`src/rtl/irq_seq_pkg.sv`:
```
package irq_seq_pkg;
  localparam int WORD_W    = 16;
  localparam int SEG_SHIFT = 4;
  localparam int PADDR_W   = WORD_W + SEG_SHIFT;
  localparam logic [WORD_W-1:0] WORD_STEP = WORD_W'(2);

  typedef enum logic [1:0] {
    SRC_HW   = 2'b00,
    SRC_TRAP = 2'b01,
    SRC_EXC  = 2'b10,
    SRC_RSV  = 2'b11
  } src_kind_e;

  typedef enum logic [3:0] {
    S_IDLE, S_PUSH_FL, S_PUSH_CS, S_PUSH_IP,
    S_TBL_OFF, S_TBL_SEG, S_TBL_WAIT,
    S_POP_IP, S_POP_CS, S_POP_FL, S_POP_WAIT,
    S_DONE
  } seq_state_e;

  // segment:offset to physical byte address
  function automatic logic [PADDR_W-1:0] phys_addr(input logic [WORD_W-1:0] seg,
                                                    input logic [WORD_W-1:0] off);
    return {seg, {SEG_SHIFT{1'b0}}} + {{SEG_SHIFT{1'b0}}, off};
  endfunction

  // stack offset n words away from sp (negative for pushes)
  function automatic logic [WORD_W-1:0] stack_off(input logic [WORD_W-1:0] sp,
                                                   input int signed words);
    return sp + WORD_W'(words) * WORD_STEP;
  endfunction
endpackage

```
`src/rtl/irq_seq_fsm.sv`:
```
module irq_seq_fsm
  import irq_seq_pkg::*;
(
  input  logic       clk,
  input  logic       rst_n,
  input  logic       enter_req,
  input  logic       ret_req,
  input  logic       enter_is_hw,
  input  logic       if_set,
  output seq_state_e state,
  output logic       accept_enter,
  output logic       accept_ret
);
  seq_state_e nxt;
  logic       idle;

  assign idle         = (state == S_IDLE);
  assign accept_enter = idle && enter_req && (!enter_is_hw || if_set);
  assign accept_ret   = idle && ret_req && !accept_enter;

  always_comb begin
    nxt = state;
    unique case (state)
      S_IDLE:     if (accept_enter) nxt = S_PUSH_FL;
                  else if (accept_ret) nxt = S_POP_IP;
      S_PUSH_FL:  nxt = S_PUSH_CS;
      S_PUSH_CS:  nxt = S_PUSH_IP;
      S_PUSH_IP:  nxt = S_TBL_OFF;
      S_TBL_OFF:  nxt = S_TBL_SEG;
      S_TBL_SEG:  nxt = S_TBL_WAIT;
      S_TBL_WAIT: nxt = S_DONE;
      S_POP_IP:   nxt = S_POP_CS;
      S_POP_CS:   nxt = S_POP_FL;
      S_POP_FL:   nxt = S_POP_WAIT;
      S_POP_WAIT: nxt = S_DONE;
      S_DONE:     nxt = S_IDLE;
      default:    nxt = S_IDLE;
    endcase
  end

  always_ff @(posedge clk or negedge rst_n) begin
    if (!rst_n) state <= S_IDLE;
    else        state <= nxt;
  end
endmodule

```
`src/rtl/irq_seq_dp.sv`:
```
module irq_seq_dp
  import irq_seq_pkg::*;
#(
  parameter int VEC_W  = 8,
  parameter int IF_BIT = 9
)(
  input  logic                clk,
  input  logic                rst_n,
  input  seq_state_e          state,
  input  logic                accept_enter,
  input  logic                accept_ret,
  input  logic [VEC_W-1:0]    enter_vec,
  input  logic                enter_is_hw,
  input  logic [WORD_W-1:0]   cur_cs,
  input  logic [WORD_W-1:0]   cur_ip,
  input  logic [WORD_W-1:0]   cur_flags,
  input  logic [WORD_W-1:0]   cur_ss,
  input  logic [WORD_W-1:0]   cur_sp,
  input  logic [WORD_W-1:0]   mem_rdata,
  output logic                mem_req,
  output logic                mem_we,
  output logic [PADDR_W-1:0]  mem_addr,
  output logic [WORD_W-1:0]   mem_wdata,
  output logic [WORD_W-1:0]   new_cs,
  output logic [WORD_W-1:0]   new_ip,
  output logic [WORD_W-1:0]   new_flags,
  output logic [WORD_W-1:0]   new_sp,
  output logic                snap_hw,
  output logic                snap_entry,
  output logic [WORD_W-1:0]   snap_flags
);
  localparam logic [WORD_W-1:0] TABLE_SEG = '0;

  logic [VEC_W-1:0]  snap_vec;
  logic [WORD_W-1:0] snap_cs, snap_ip, snap_ss, snap_sp;
  logic [WORD_W-1:0] cap_a, cap_b;

  // byte offset of a table word: vector*4 plus 0 (offset) or 2 (segment)
  function automatic logic [WORD_W-1:0] table_off(input logic [VEC_W-1:0] v,
                                                   input logic hi);
    logic [WORD_W-1:0] t;
    t = '0;
    t[VEC_W+1:0] = {v, 2'b00};
    return hi ? t + WORD_STEP : t;
  endfunction

  function automatic logic [WORD_W-1:0] entry_flags(input logic [WORD_W-1:0] fl,
                                                     input logic hw);
    logic [WORD_W-1:0] r;
    r = fl;
    if (hw) r[IF_BIT] = 1'b0;
    return r;
  endfunction

  always_ff @(posedge clk or negedge rst_n) begin
    if (!rst_n) begin
      snap_vec <= '0; snap_hw <= 1'b0; snap_entry <= 1'b0;
      snap_cs <= '0; snap_ip <= '0; snap_flags <= '0; snap_ss <= '0; snap_sp <= '0;
    end else if (accept_enter || accept_ret) begin
      snap_vec   <= enter_vec;
      snap_hw    <= accept_enter && enter_is_hw;
      snap_entry <= accept_enter;
      snap_cs    <= cur_cs;
      snap_ip    <= cur_ip;
      snap_flags <= cur_flags;
      snap_ss    <= cur_ss;
      snap_sp    <= cur_sp;
    end
  end

  always_comb begin
    mem_req   = 1'b1;
    mem_we    = 1'b0;
    mem_addr  = '0;
    mem_wdata = '0;
    unique case (state)
      S_PUSH_FL: begin mem_we = 1'b1; mem_wdata = snap_flags;
                       mem_addr = phys_addr(snap_ss, stack_off(snap_sp, -1)); end
      S_PUSH_CS: begin mem_we = 1'b1; mem_wdata = snap_cs;
                       mem_addr = phys_addr(snap_ss, stack_off(snap_sp, -2)); end
      S_PUSH_IP: begin mem_we = 1'b1; mem_wdata = snap_ip;
                       mem_addr = phys_addr(snap_ss, stack_off(snap_sp, -3)); end
      S_TBL_OFF: mem_addr = phys_addr(TABLE_SEG, table_off(snap_vec, 1'b0));
      S_TBL_SEG: mem_addr = phys_addr(TABLE_SEG, table_off(snap_vec, 1'b1));
      S_POP_IP:  mem_addr = phys_addr(snap_ss, stack_off(snap_sp, 0));
      S_POP_CS:  mem_addr = phys_addr(snap_ss, stack_off(snap_sp, 1));
      S_POP_FL:  mem_addr = phys_addr(snap_ss, stack_off(snap_sp, 2));
      default:   mem_req = 1'b0;
    endcase
  end

  always_ff @(posedge clk or negedge rst_n) begin
    if (!rst_n) begin
      cap_a <= '0; cap_b <= '0;
      new_cs <= '0; new_ip <= '0; new_flags <= '0; new_sp <= '0;
    end else begin
      unique case (state)
        S_TBL_SEG, S_POP_CS: cap_a <= mem_rdata;
        S_POP_FL:            cap_b <= mem_rdata;
        S_TBL_WAIT: begin
          new_cs    <= mem_rdata;
          new_ip    <= cap_a;
          new_flags <= entry_flags(snap_flags, snap_hw);
          new_sp    <= stack_off(snap_sp, -3);
        end
        S_POP_WAIT: begin
          new_flags <= mem_rdata;
          new_cs    <= cap_b;
          new_ip    <= cap_a;
          new_sp    <= stack_off(snap_sp, 3);
        end
        default: ;
      endcase
    end
  end
endmodule

```
`src/rtl/irq_entry_seq.sv`:
```
module irq_entry_seq
  import irq_seq_pkg::*;
#(
  parameter int VEC_W  = 8,
  parameter int IF_BIT = 9
)(
  input  logic                clk,
  input  logic                rst_n,
  input  logic                enter_req,
  input  logic [VEC_W-1:0]    enter_vec,
  input  logic [1:0]          enter_kind,
  input  logic                ret_req,
  input  logic [WORD_W-1:0]   cur_cs,
  input  logic [WORD_W-1:0]   cur_ip,
  input  logic [WORD_W-1:0]   cur_flags,
  input  logic [WORD_W-1:0]   cur_ss,
  input  logic [WORD_W-1:0]   cur_sp,
  output logic                mem_req,
  output logic                mem_we,
  output logic [PADDR_W-1:0]  mem_addr,
  output logic [WORD_W-1:0]   mem_wdata,
  input  logic [WORD_W-1:0]   mem_rdata,
  output logic                busy,
  output logic                done,
  output logic [WORD_W-1:0]   new_cs,
  output logic [WORD_W-1:0]   new_ip,
  output logic [WORD_W-1:0]   new_flags,
  output logic [WORD_W-1:0]   new_sp
);
  seq_state_e        state;
  logic              accept_enter, accept_ret;
  logic              enter_is_hw;
  logic              snap_hw, snap_entry;
  logic [WORD_W-1:0] snap_flags;

  assign enter_is_hw = (src_kind_e'(enter_kind) == SRC_HW);
  assign busy        = (state != S_IDLE);
  assign done        = (state == S_DONE);

  irq_seq_fsm fsm_i (
    .clk(clk), .rst_n(rst_n), .enter_req(enter_req), .ret_req(ret_req),
    .enter_is_hw(enter_is_hw), .if_set(cur_flags[IF_BIT]),
    .state(state), .accept_enter(accept_enter), .accept_ret(accept_ret)
  );

  irq_seq_dp #(.VEC_W(VEC_W), .IF_BIT(IF_BIT)) dp_i (
    .clk(clk), .rst_n(rst_n), .state(state),
    .accept_enter(accept_enter), .accept_ret(accept_ret),
    .enter_vec(enter_vec), .enter_is_hw(enter_is_hw),
    .cur_cs(cur_cs), .cur_ip(cur_ip), .cur_flags(cur_flags),
    .cur_ss(cur_ss), .cur_sp(cur_sp), .mem_rdata(mem_rdata),
    .mem_req(mem_req), .mem_we(mem_we), .mem_addr(mem_addr), .mem_wdata(mem_wdata),
    .new_cs(new_cs), .new_ip(new_ip), .new_flags(new_flags), .new_sp(new_sp),
    .snap_hw(snap_hw), .snap_entry(snap_entry), .snap_flags(snap_flags)
  );
endmodule

```
`config.mk`:
```
export PLATFORM = sky130hd
export DESIGN_NAME = irq_entry_seq
export DESIGN_NICKNAME = d
export VERILOG_FILES = /design/src/rtl/irq_seq_pkg.sv /design/src/rtl/irq_seq_fsm.sv /design/src/rtl/irq_seq_dp.sv /design/src/rtl/irq_entry_seq.sv
export SDC_FILE = /design/constraint.sdc
export NUM_CORES = 1
export LEC_CHECK = 0
export BUFFER_PORTS_ARGS = -buffer_cell sky130_fd_sc_hd__buf_2
export CORE_MARGIN = 4
export CORE_UTILIZATION = 56
export CTS_BUF_LIST = sky130_fd_sc_hd__clkbuf_8
export CTS_CLUSTER_DIAMETER = 80
export CTS_CLUSTER_SIZE = 20
export DETAILED_ROUTE_END_ITERATION = 8
export HOLD_SLACK_MARGIN = 0.03
export PLACE_DENSITY = 0.81
export SLEW_MARGIN = 20
export SYNTH_ARGS = -nofsm -noshare
export SYNTH_HDL_FRONTEND = slang
export SYNTH_SLANG_ARGS = --single-unit
```
`constraint.sdc`:
```
create_clock -name clk -period 9.9 [get_ports clk]
set_clock_uncertainty 0.1 [all_clocks]
set_input_delay 1.98 -clock clk [delete_from_list [all_inputs] [get_ports clk]]
set_output_delay 1.98 -clock clk [all_outputs]
set_load 0.01 [all_outputs]
```
## Word level (Yosys, flattened, before mapping)

Cells that the tools add are included.

| word-level totals | value |
|---|---|
| register bits | 189 |
| output and inout port bits | 104 |
| logic and storage cells | 67 |

| cells by class | value |
|---|---|
| add/subtract/negate cells | 13 |
| equality and inequality tests | 12 |
| multiplexer cells | 11 |
| reductions and logical operators | 17 |

Operators with widths:

| kind | number |
|---|---|
| case mux 20 bit (8 select lines) | 1 |
| adder 20 x 16 -> 20 bit | 6 |
| case mux 16 bit (2 select lines) | 3 |
| adder 16 bit (second input constant) | 3 |
| case mux 16 bit (3 select lines) | 1 |
| case mux 4 bit (10 select lines) | 1 |
| adder 16 x 3 -> 16 bit (second input constant) | 2 |
| adder 16 x 2 -> 16 bit (second input constant) | 1 |
| equality test 4 x 3 -> 1 bit (second input constant) | 4 |
| equality test 4 bit (second input constant) | 4 |
| adder 10 x 2 -> 11 bit (second input constant) | 1 |
| equality test 4 x 2 -> 1 bit (second input constant) | 2 |
| two-way mux 4 bit | 2 |
| OR reduction 8 bit | 1 |
| logical AND 1 bit | 5 |
| equality test 4 x 1 -> 1 bit (second input constant) | 1 |
| logical NOT 4 bit | 1 |
| nonzero test 4 bit | 1 |
| OR reduction 2 bit | 2 |
| two-way mux 1 bit | 3 |
| != test 3 x 1 -> 1 bit (second input constant) | 1 |
| OR reduction 3 bit | 1 |
| logical NOT 1 bit | 2 |
| logical NOT 2 bit | 1 |
| 2 further kinds | 3 |

## Logic depth before layout (Yosys ltp)

Gate-level depths: netlist (run 1).

| logic depth | value |
|---|---|
| depth in word-level cells | 9 |
| gate-level depth with buffers | 18 |

## Cells and area by module

From an unflattened synthesis (run 1), not the netlist that was laid out.

| unflattened totals | value |
|---|---|
| cells, all modules | 1,059 |
| area total of the unflattened synthesis | 10,415.0 um2 |

By module, submodules not included:

| module | instances | cells each | area each (um2) | seq. area each (um2) |
|---|---|---|---|---|
| irq_seq_dp | 1 | 1,031 | 10,142.2 | 4,654.5 |
| irq_seq_fsm | 1 | 25 | 250.2 | 100.1 |
| irq_entry_seq | 1 | 3 | 22.5 | 0.0 |

## Worst setup path before layout (run 1)

OpenSTA, ideal clock, no wires.

| timing | value |
|---|---|
| path kind | flip-flop to output port |
| from | register dp_i.snap_sp[3] |
| to | output port mem_addr[18] |
| data arrival time | 3,526 ps |
| path slack | 4,294 ps |
| stages on the path, launching flop included | 15 |
| buffers on the path | 1 |
| cells stage by stage | dfrtp_1 -> buf_6 -> inv_1 -> ha_1 -> a2111o_1 -> a2111oi_0 -> a31oi_1 -> xnor2_1 -> ha_1 -> nor2b_1 -> o31a_1 -> a31o_2 -> o41ai_2 -> o21ai_0 -> a21oi_1 |

| on the way | value |
|---|---|
| cells in the longest elaborated chain, start to end | 3 |
| elaborated cells on any way between the ends | 12 |

Ends and longest elaborated chain:

| element | line | source |
|---|---|---|
| start, declared | irq_seq_dp.sv:35 | `logic [WORD_W-1:0] snap_cs, snap_ip, snap_ss, snap_sp;` |
| start signal, assigned | irq_seq_dp.sv:67 | `snap_sp <= cur_sp;` |
| adder 16 x 3 -> 16 bit, or another cell as far along | irq_seq_pkg.sv:30 | `return sp + WORD_W'(words) * WORD_STEP;` |
| adder 20 x 16 -> 20 bit | irq_seq_pkg.sv:24 | `return {seg, {SEG_SHIFT{1'b0}}} + {{SEG_SHIFT{1'b0}}, off};` |
| case mux 20 bit (8 select lines) (*) | irq_seq_dp.sv:76 | `unique case (state)` |
| end, declared | irq_entry_seq.sv:20 | `output logic [PADDR_W-1:0] mem_addr,` |

Mark *: on every way between the ends. The rest lies on a longest branch, timed or not.

## Final worst setup path (run 1)

| timing | value |
|---|---|
| from | register fsm_i.state[1] |
| to | output port mem_addr[18] |

| on the way | value |
|---|---|
| cells in the longest elaborated chain, start to end | 2 |
| elaborated cells on any way between the ends | 9 |

Ends and longest elaborated chain:

| element | line | source |
|---|---|---|
| start, declared | irq_seq_fsm.sv:10 | `output seq_state_e state,` |
| start signal, assigned | irq_seq_fsm.sv:43 | `else state <= nxt;` |
| equality test 4 bit, or another cell as far along | irq_seq_dp.sv:76 |  |
| case mux 20 bit (8 select lines) (*) | irq_seq_dp.sv:76 |  |

Marked as above.

==> results of run 1 <==
[logic make-up after synthesis]
family	after synthesis	synth area share, %
fa+ha+maj	23	2.83
simple gates	351	15.7
compound gates	238	15.8
mux	122	12.9
flops	189	45.3
xor+xnor	30	2.51
buf+inv	113	4.96
[metal layers]
| layer | global-route usage, % | routed length (um) | vias up |
|---|---|---|---|
| met5 | 0 | 0 | - |
| met4 | 8.69 | 784 | 0 |
| met3 | 7.71 | 2680 | 65 |
| met2 | 50.8 | 15500 | 440 |
| met1 | 39.7 | 12300 | 4469 |
| li1 | - | - | 4173 |
[worst min-delay path by stage]
stage	depth (start not counted)	slack, ns	start	to
after floorplan	2	0.33	dp_i.cap_a[0]	dp_i.new_ip[0]
after global placement	2	0.34	dp_i.cap_a[15]	dp_i.new_ip[15]
after detailed placement	2	0.35	dp_i.cap_a[6]	dp_i.new_ip[6]
after CTS	2	0.38	dp_i.cap_a[12]	dp_i.new_ip[12]
after global routing	2	0.40	dp_i.cap_a[9]	dp_i.new_ip[9]
final	2	0.37	dp_i.cap_a[6]	dp_i.new_ip[6]
[cell type report]
cell class	count	share of cell area, %
well taps	229	2.39
diodes	2	0.0418
repair buffers	222	9.58
flip-flops and latches	189	39.5
clock buffers	18	2.07
clock inverters	14	1.37
inverters	43	1.35
multi-input cells	764	43.7
[synthesized netlist by cell type, drive strengths merged (3+ instances only)]
| cell | number |
|---|---|
| dfrtp | 189 |
| nand2 | 163 |
| mux2 | 104 |
| nor2 | 95 |
| a21oi | 59 |
| o21ai | 53 |
| inv | 43 |
| buf | 41 |
| a222oi | 31 |
| clkbuf | 29 |
| ha | 22 |
| mux2i | 18 |
| nor3 | 18 |
| nand3 | 17 |
| xnor2 | 15 |
| xor2 | 15 |
| a31oi | 13 |
| a22oi | 11 |
| a211oi | 9 |
| and3 | 9 |
| and2 | 8 |
| nand4 | 8 |
| o22ai | 8 |
| nand2b | 7 |
| a221o | 6 |
| nor3b | 5 |
| nor4 | 5 |
| a21o | 4 |
| nor2b | 4 |
| o211ai | 4 |
| a221oi | 3 |
| a22o | 3 |
| a311oi | 3 |
| o221ai | 3 |
| o2bb2ai | 3 |
| o31ai | 3 |
[through the flow]
stage | utilization [%] | area (um^2) | std cells
2_1_floorplan | - | 10400 | 1066
3_3_place_gp | 63.7 | 11600 | 1447
3_5_place_dp | 63.7 | 11600 | 1447
4_1_cts | 65.9 | 12000 | 1479
5_1_grt | 66.0 | 12000 | 1479
6_report | 66.0 | 12000 | 1481
[tightest hold or removal path, stage by stage, from the launching register on]
cell	delay [ns]
sky130_fd_sc_hd__dfrtp_1	0.36
sky130_fd_sc_hd__nand2_1	0.05
sky130_fd_sc_hd__nand2_1	0.04
[power by group through the flow]
stage               Clock, W  Sequential, W  Combinational (W)
floorplan                  0        0.00142            0.00199
global placement           0        0.00155            0.00269
detailed placement         0        0.00156            0.00273
CTS                 0.000535        0.00155            0.00275
global route        0.000570        0.00161            0.00303
finish              0.000527        0.00156            0.00274
==> run_summary.xml, run 1 <==
<?xml version="1.0" encoding="UTF-8"?>
<metrics>
  <group name="status">
    <metric name="run_status" unit="">finished, final reports clean</metric>
  </group>
  <group name="sta">
    <metric name="transition_at_the_pin_with_the_smallest_max_transition_slack" unit="ns">1.09</metric>
    <metric name="report.final.setup_viol" unit="">0</metric>
    <metric name="layout_min_cycle_time" unit="ns">7.09</metric>
    <metric name="timing.max_slew.rel_slack" unit="%">27.3</metric>
    <metric name="rsz0062_at_grt" unit="">no</metric>
    <metric name="achievable-frequency" unit="MHz">141</metric>
    <metric name="final_max_slew_viol_count" unit="">0</metric>
    <metric name="post-route-worst-setup-slack" unit="ns">2.81</metric>
    <metric name="holdWs" unit="ns">0.374</metric>
    <metric name="setup_total_negative_slack" unit="ns">0</metric>
    <metric name="min_period_over_period" unit="%">71.6</metric>
    <metric name="finalHoldViolations" unit="">0</metric>
  </group>
  <group name="worst_setup_path">
    <metric name="crit_cells" unit="">13</metric>
    <metric name="setup.worst_path.start_class" unit="">register</metric>
    <metric name="worst-r2r-setup-slack" unit="ns">6.94</metric>
    <metric name="r2r_end" unit="">dp_i.new_sp[15]</metric>
    <metric name="worst_setup_path_endpoint" unit="">mem_addr[18]</metric>
    <metric name="reg2reg_depth" unit="">6</metric>
    <metric name="path_delay_family" unit="">compound AO/OA/AOI/OAI gates</metric>
    <metric name="worstPathRequired" unit="ns">7.82</metric>
    <metric name="path_class" unit="">reg -&gt; out</metric>
    <metric name="cp_cell_sequence" unit="">inv_1 -&gt; nor2_1 -&gt; o21ai_0 -&gt; o32ai_2 -&gt; xnor2_1 -&gt; fa_1 -&gt; nor2b_1 -&gt; o31a_1 -&gt; a31o_2 -&gt; o41ai_2 -&gt; or3_1 -&gt; a21oi_1 -&gt; buf_2</metric>
    <metric name="crit_path_end_kind" unit="">primary output</metric>
    <metric name="worstPathMaxFanout" unit="">26</metric>
    <metric name="worst-endpoint-arrival" unit="ns">5.01</metric>
    <metric name="timing.critical_path.from" unit="">fsm_i.state[1]</metric>
    <metric name="startpoint_of_the_worst_slack_reg_to_reg_timing_path" unit="">fsm_i.state[1]</metric>
    <metric name="timing.critical_path.slowest_cell_delay" unit="ns">0.93</metric>
    <metric name="worst-path-buf-inv" unit="">2</metric>
    <metric name="worst_path_max_delay_cell" unit="">sky130_fd_sc_hd__dfrtp_1</metric>
  </group>
  <group name="routing">
    <metric name="detail_route.iter0.violations" unit="">830</metric>
    <metric name="drt-wirelength-per-cell" unit="um">21.1</metric>
    <metric name="firstDrtPassIters" unit="">9</metric>
    <metric name="detail_route.wirelength" unit="um">31300</metric>
    <metric name="detail-route-antenna-nets" unit="">0</metric>
    <metric name="num_vias" unit="">9147</metric>
    <metric name="remaining_drc_errors" unit="">0</metric>
    <metric name="vias_per_cell" unit="">6.18</metric>
  </group>
  <group name="logic_synthesis">
    <metric name="synth_edf_count" unit="">0</metric>
    <metric name="synth_sequential_area_ratio" unit="%">45.3</metric>
    <metric name="ys_ff_latch" unit="">189</metric>
    <metric name="synth-main-ff-cell" unit="">sky130_fd_sc_hd__dfrtp_1</metric>
    <metric name="synth.cell_area" unit="um^2">10400</metric>
    <metric name="synth.distinct_cells" unit="">80</metric>
    <metric name="synthTopCellsByArea" unit="">sky130_fd_sc_hd__dfrtp_1 (45%), sky130_fd_sc_hd__mux2_2 (11%), sky130_fd_sc_hd__nand2_1 (5.8%)</metric>
    <metric name="yosysWarningCount" unit="">0</metric>
    <metric name="synthArstFlopShare" unit="%">100</metric>
    <metric name="postSynthNetCount" unit="">1199</metric>
    <metric name="synth_cells" unit="">1066</metric>
    <metric name="synth.largest_area_cell" unit="">sky130_fd_sc_hd__dfrtp_1</metric>
    <metric name="post_synth.cell_area_avg" unit="um^2">9.80</metric>
    <metric name="post_synth_top_area_share" unit="%">45.3</metric>
  </group>
  <group name="clock_tree">
    <metric name="cts-resized-gates" unit="">0</metric>
    <metric name="insertion_delay" unit="ns">0.48</metric>
    <metric name="hold_buffer_count_at_cts" unit="">0</metric>
    <metric name="clock_tree.root_cell" unit="">sky130_fd_sc_hd__clkbuf_8</metric>
    <metric name="cts.sink_count" unit="">189</metric>
    <metric name="h-tree-depth" unit="">4</metric>
    <metric name="postCtsSetupBuffers" unit="">0</metric>
    <metric name="cts_tree" unit="">yes</metric>
    <metric name="ctsLongestPathBuffers" unit="">2</metric>
    <metric name="cts_made_buffers" unit="">17</metric>
    <metric name="clkSlewWorstSetupHoldPaths" unit="ns">0.12</metric>
  </group>
  <group name="die">
    <metric name="die_area" unit="um^2">20900</metric>
    <metric name="fp.coreArea" unit="um^2">18100</metric>
    <metric name="io_pins" unit="">214</metric>
    <metric name="starting_density_of_the_core" unit="%">57.6</metric>
    <metric name="dieHeight" unit="um">145</metric>
    <metric name="die_w" unit="um">145</metric>
    <metric name="floorplan.rows" unit="">49</metric>
  </group>
  <group name="power_and_ir_drop">
    <metric name="power_per_cell_area" unit="nW/um^2">403</metric>
    <metric name="intPower" unit="W">0.00253</metric>
    <metric name="power_frac_comb" unit="%">56.7</metric>
    <metric name="proportion_of_power_drawn_by_flip_flops_and_latches" unit="%">32.3</metric>
    <metric name="power.net_switching" unit="W">0.00229</metric>
    <metric name="total_leakage_power" unit="nW">5.71</metric>
    <metric name="power.share.clock" unit="%">10.9</metric>
    <metric name="swShare" unit="%">47.5</metric>
    <metric name="ir_drop" unit="mV">0.200</metric>
    <metric name="design_power_total" unit="W">0.00483</metric>
  </group>
  <group name="final_layout">
    <metric name="multiInputGateArea" unit="um^2">5240</metric>
    <metric name="most_frequent_cells_in_the_layout" unit="">sky130_fd_sc_hd__buf_2 (212), sky130_fd_sc_hd__dfrtp_1 (189), sky130_fd_sc_hd__nand2_1 (162)</metric>
    <metric name="final_common_cell" unit="">sky130_fd_sc_hd__buf_2</metric>
    <metric name="register_area" unit="um^2">4730</metric>
    <metric name="final_layout_size_suffix_gt1_share" unit="%">31.0</metric>
    <metric name="area_delta_synth_final" unit="%">14.6</metric>
    <metric name="design.final.nets" unit="">1370</metric>
    <metric name="fillCellCount" unit="">1505</metric>
  </group>
  <group name="placed_design">
    <metric name="pre_cts_slack" unit="ns">3.44</metric>
    <metric name="routabilityCongestion" unit="">1.01</metric>
    <metric name="io_buffer_count" unit="">213</metric>
    <metric name="dp_hpwl" unit="um">22300</metric>
  </group>
  <group name="min_path">
    <metric name="timing.hold.worst.class" unit="">reg -&gt; reg</metric>
  </group>
  <group name="grt">
    <metric name="first_global_vias" unit="">8989</metric>
    <metric name="grt_antenna_before_repair" unit="">0</metric>
    <metric name="first_pass_grt_wire_length" unit="um">49300</metric>
    <metric name="grt_max_degree" unit="">129</metric>
    <metric name="grt_overflow_total" unit="">0</metric>
    <metric name="overall_global_routing_usage" unit="%">30.5</metric>
  </group>
  <group name="flow_run">
    <metric name="drv_cap" unit="">0</metric>
  </group>
</metrics>
(Power assumes the default switching activity.)
==> run 2: changes to the inputs <==
--- a/config.mk
+++ b/config.mk
@@ -7,13 +7,13 @@
 export LEC_CHECK = 0
 export BUFFER_PORTS_ARGS = -buffer_cell sky130_fd_sc_hd__buf_2
 export CORE_MARGIN = 4
-export CORE_UTILIZATION = 56
+export CORE_UTILIZATION = 52
 export CTS_BUF_LIST = sky130_fd_sc_hd__clkbuf_8
 export CTS_CLUSTER_DIAMETER = 80
 export CTS_CLUSTER_SIZE = 20
 export DETAILED_ROUTE_END_ITERATION = 8
 export HOLD_SLACK_MARGIN = 0.03
-export PLACE_DENSITY = 0.81
+export PLACE_DENSITY = 0.79
 export SLEW_MARGIN = 20
 export SYNTH_ARGS = -nofsm -noshare
 export SYNTH_HDL_FRONTEND = slang
==> constraint.sdc (replaced) <==
create_clock -name clk -period 6.5 [get_ports clk]
set_clock_uncertainty 0.1 [all_clocks]
set_input_delay 1.3 -clock clk [delete_from_list [all_inputs] [get_ports clk]]
set_output_delay 1.3 -clock clk [all_outputs]
set_load 0.01 [all_outputs]
==> run 2 against run 1 <==
  * Sequential power rose by 52%
  * Critical path type unchanged
  * Largest cell class unchanged
  * Core utilization fell by 4.1 points
  * Die area rose by 7.3%
  * Routed wire length rose by 1.6%
  * Sequential share of layout area fell by 0.44 points
==> run_summary.xml, run 2 (synthesis results as in run 1) <==
<?xml version="1.0" encoding="UTF-8"?>
<metrics>
  <group name="die">
    <metric name="dieHeight" unit="um">150</metric>
    <metric name="io_pins" unit="">214</metric>
    <metric name="die_area" unit="um^2">22400</metric>
    <metric name="die_w" unit="um">150</metric>
    <metric name="floorplan.rows" unit="">51</metric>
    <metric name="starting_density_of_the_core" unit="%">53.3</metric>
    <metric name="fp.coreArea" unit="um^2">19600</metric>
  </group>
  <group name="sta">
    <metric name="final_max_slew_viol_count" unit="">0</metric>
    <metric name="rsz0062_at_grt" unit="">no</metric>
    <metric name="transition_at_the_pin_with_the_smallest_max_transition_slack" unit="ns">0.949</metric>
    <metric name="timing.max_slew.rel_slack" unit="%">36.7</metric>
    <metric name="min_period_over_period" unit="%">94.1</metric>
    <metric name="setup_total_negative_slack" unit="ns">0</metric>
    <metric name="finalHoldViolations" unit="">0</metric>
    <metric name="layout_min_cycle_time" unit="ns">6.12</metric>
    <metric name="holdWs" unit="ns">0.381</metric>
    <metric name="report.final.setup_viol" unit="">0</metric>
    <metric name="achievable-frequency" unit="MHz">163</metric>
    <metric name="post-route-worst-setup-slack" unit="ns">0.383</metric>
  </group>
  <group name="worst_setup_path">
    <metric name="reg2reg_depth" unit="">5</metric>
    <metric name="setup.worst_path.start_class" unit="">register</metric>
    <metric name="path_class" unit="">reg -&gt; out</metric>
    <metric name="worstPathRequired" unit="ns">5.10</metric>
    <metric name="crit_path_end_kind" unit="">primary output</metric>
    <metric name="worst-endpoint-arrival" unit="ns">4.72</metric>
    <metric name="worstPathMaxFanout" unit="">14</metric>
    <metric name="cp_cell_sequence" unit="">nand4_1 -&gt; nor3_1 -&gt; a31oi_1 -&gt; o21ai_0 -&gt; a22oi_1 -&gt; a21oi_1 -&gt; ha_1 -&gt; a21oi_1 -&gt; o21ai_0 -&gt; o41ai_2 -&gt; o21ai_0 -&gt; a21oi_1 -&gt; buf_2</metric>
    <metric name="worst_path_max_delay_cell" unit="">sky130_fd_sc_hd__dfrtp_1</metric>
    <metric name="timing.critical_path.slowest_cell_delay" unit="ns">0.85</metric>
  </group>
  <group name="final_layout">
    <metric name="area_delta_synth_final" unit="%">16.0</metric>
    <metric name="final_common_cell" unit="">sky130_fd_sc_hd__buf_2</metric>
    <metric name="most_frequent_cells_in_the_layout" unit="">sky130_fd_sc_hd__buf_2 (212), sky130_fd_sc_hd__dfrtp_1 (186), sky130_fd_sc_hd__nand2_1 (162)</metric>
    <metric name="design.final.nets" unit="">1379</metric>
    <metric name="final_layout_size_suffix_gt1_share" unit="%">31.7</metric>
    <metric name="fillCellCount" unit="">1722</metric>
    <metric name="antennaDiodeCount" unit="">0</metric>
  </group>
  <group name="min_path">
    <metric name="holdPathStages" unit="">2</metric>
    <metric name="timing.hold.worst.class" unit="">reg -&gt; reg</metric>
  </group>
  <group name="clock_tree">
    <metric name="cts_tree" unit="">yes</metric>
    <metric name="insertion_delay" unit="ns">0.49</metric>
    <metric name="cts-resized-gates" unit="">0</metric>
    <metric name="cts.sink_count" unit="">189</metric>
    <metric name="hold_buffer_count_at_cts" unit="">0</metric>
    <metric name="h-tree-depth" unit="">4</metric>
    <metric name="postCtsSetupBuffers" unit="">0</metric>
    <metric name="clkSlewWorstSetupHoldPaths" unit="ns">0.12</metric>
    <metric name="ctsLongestPathBuffers" unit="">2</metric>
    <metric name="clock_tree.root_cell" unit="">sky130_fd_sc_hd__clkbuf_8</metric>
    <metric name="cts_made_buffers" unit="">17</metric>
  </group>
  <group name="routing">
    <metric name="remaining_drc_errors" unit="">0</metric>
    <metric name="drt-wirelength-per-cell" unit="um">20.8</metric>
    <metric name="firstDrtPassIters" unit="">8</metric>
    <metric name="detail-route-antenna-nets" unit="">0</metric>
    <metric name="num_vias" unit="">9105</metric>
    <metric name="detail_route.iter0.violations" unit="">762</metric>
    <metric name="vias_per_cell" unit="">5.97</metric>
    <metric name="detail_route.wirelength" unit="um">31800</metric>
  </group>
  <group name="grt">
    <metric name="overall_global_routing_usage" unit="%">28.3</metric>
    <metric name="grt_max_degree" unit="">76</metric>
    <metric name="grt_overflow_total" unit="">0</metric>
    <metric name="first_pass_grt_wire_length" unit="um">49700</metric>
    <metric name="grt_antenna_before_repair" unit="">0</metric>
    <metric name="first_global_vias" unit="">9026</metric>
  </group>
  <group name="status">
    <metric name="run_status" unit="">finished, final reports clean</metric>
  </group>
  <group name="placed_design">
    <metric name="routabilityCongestion" unit="">0.969</metric>
    <metric name="pre_cts_slack" unit="ns">0.891</metric>
    <metric name="io_buffer_count" unit="">213</metric>
    <metric name="dp_hpwl" unit="um">23000</metric>
  </group>
  <group name="power_and_ir_drop">
    <metric name="power_per_cell_area" unit="nW/um^2">615</metric>
    <metric name="total_leakage_power" unit="nW">5.77</metric>
    <metric name="ir_drop" unit="mV">0.372</metric>
  </group>
  <group name="flow_run">
    <metric name="drv_cap" unit="">0</metric>
  </group>
</metrics>
[run 2: through the flow]
| step | util [%] | total power (W) | std cells | area [um^2] |
|---|---|---|---|---|
| global placement | 59.5 | 0.00650 | 1491 | 11700 |
| floorplan | - | 0.00519 | 1066 | 10400 |
| detailed placement | 59.5 | 0.00660 | 1491 | 11700 |
| global route | 61.9 | 0.00801 | 1524 | 12100 |
| finish | 61.9 | 0.00746 | 1524 | 12100 |
| CTS | 61.7 | 0.00744 | 1523 | 12100 |
[run 2: report_power, final]
part           leakage (nW)  switching, W  internal [W]
Sequential             2.28      0.000612       0.00176
Combinational          3.28       0.00242       0.00183
Clock                 0.208      0.000525      0.000306
[run 2: layout make-up]
type	count	area [um^2]	share of cell area (%)
sequential	189	4730	39.0
clock buffer	17	234	1.93
timing repair buffer	231	1220	10.1
multi-input combinational	764	5240	43.2
tap	265	332	2.74
clock inverter	15	204	1.68
inverter	43	161	1.33
[run 2: path summary, 6_finish.rpt]
path,from,to,slack (ns)
max in group asynchronous,rst_n,fsm_i.state[3],4.16
min in group asynchronous,rst_n,dp_i.snap_sp[7],0.71
worst max-delay path,dp_i.snap_sp[5],mem_addr[18],0.38
worst min register to register,dp_i.cap_a[4],dp_i.new_ip[4],0.38
worst min-delay path,dp_i.cap_a[4],dp_i.new_ip[4],0.38
worst max register to register,fsm_i.state[0],dp_i.snap_ss[12],3.33
[run 2: critical path: cells and delay by family, from the launching register on]
family | cells | cell delay [ns]
AO/OA/AOI/OAI | 9 | 1.93
AND/OR/NAND/NOR | 2 | 0.95
flip-flops | 1 | 0.85
adder cells (fa/ha/maj) | 1 | 0.33
buffers and inverters | 1 | 0.16
[run 2: routing by layer]
metal / wire length [um] / track usage (%)
met1: 12900 / 36.8
met2: 15700 / 47.5
met3: 2380 / 6.30
met4: 782 / 9.06
met5: 0 / 0
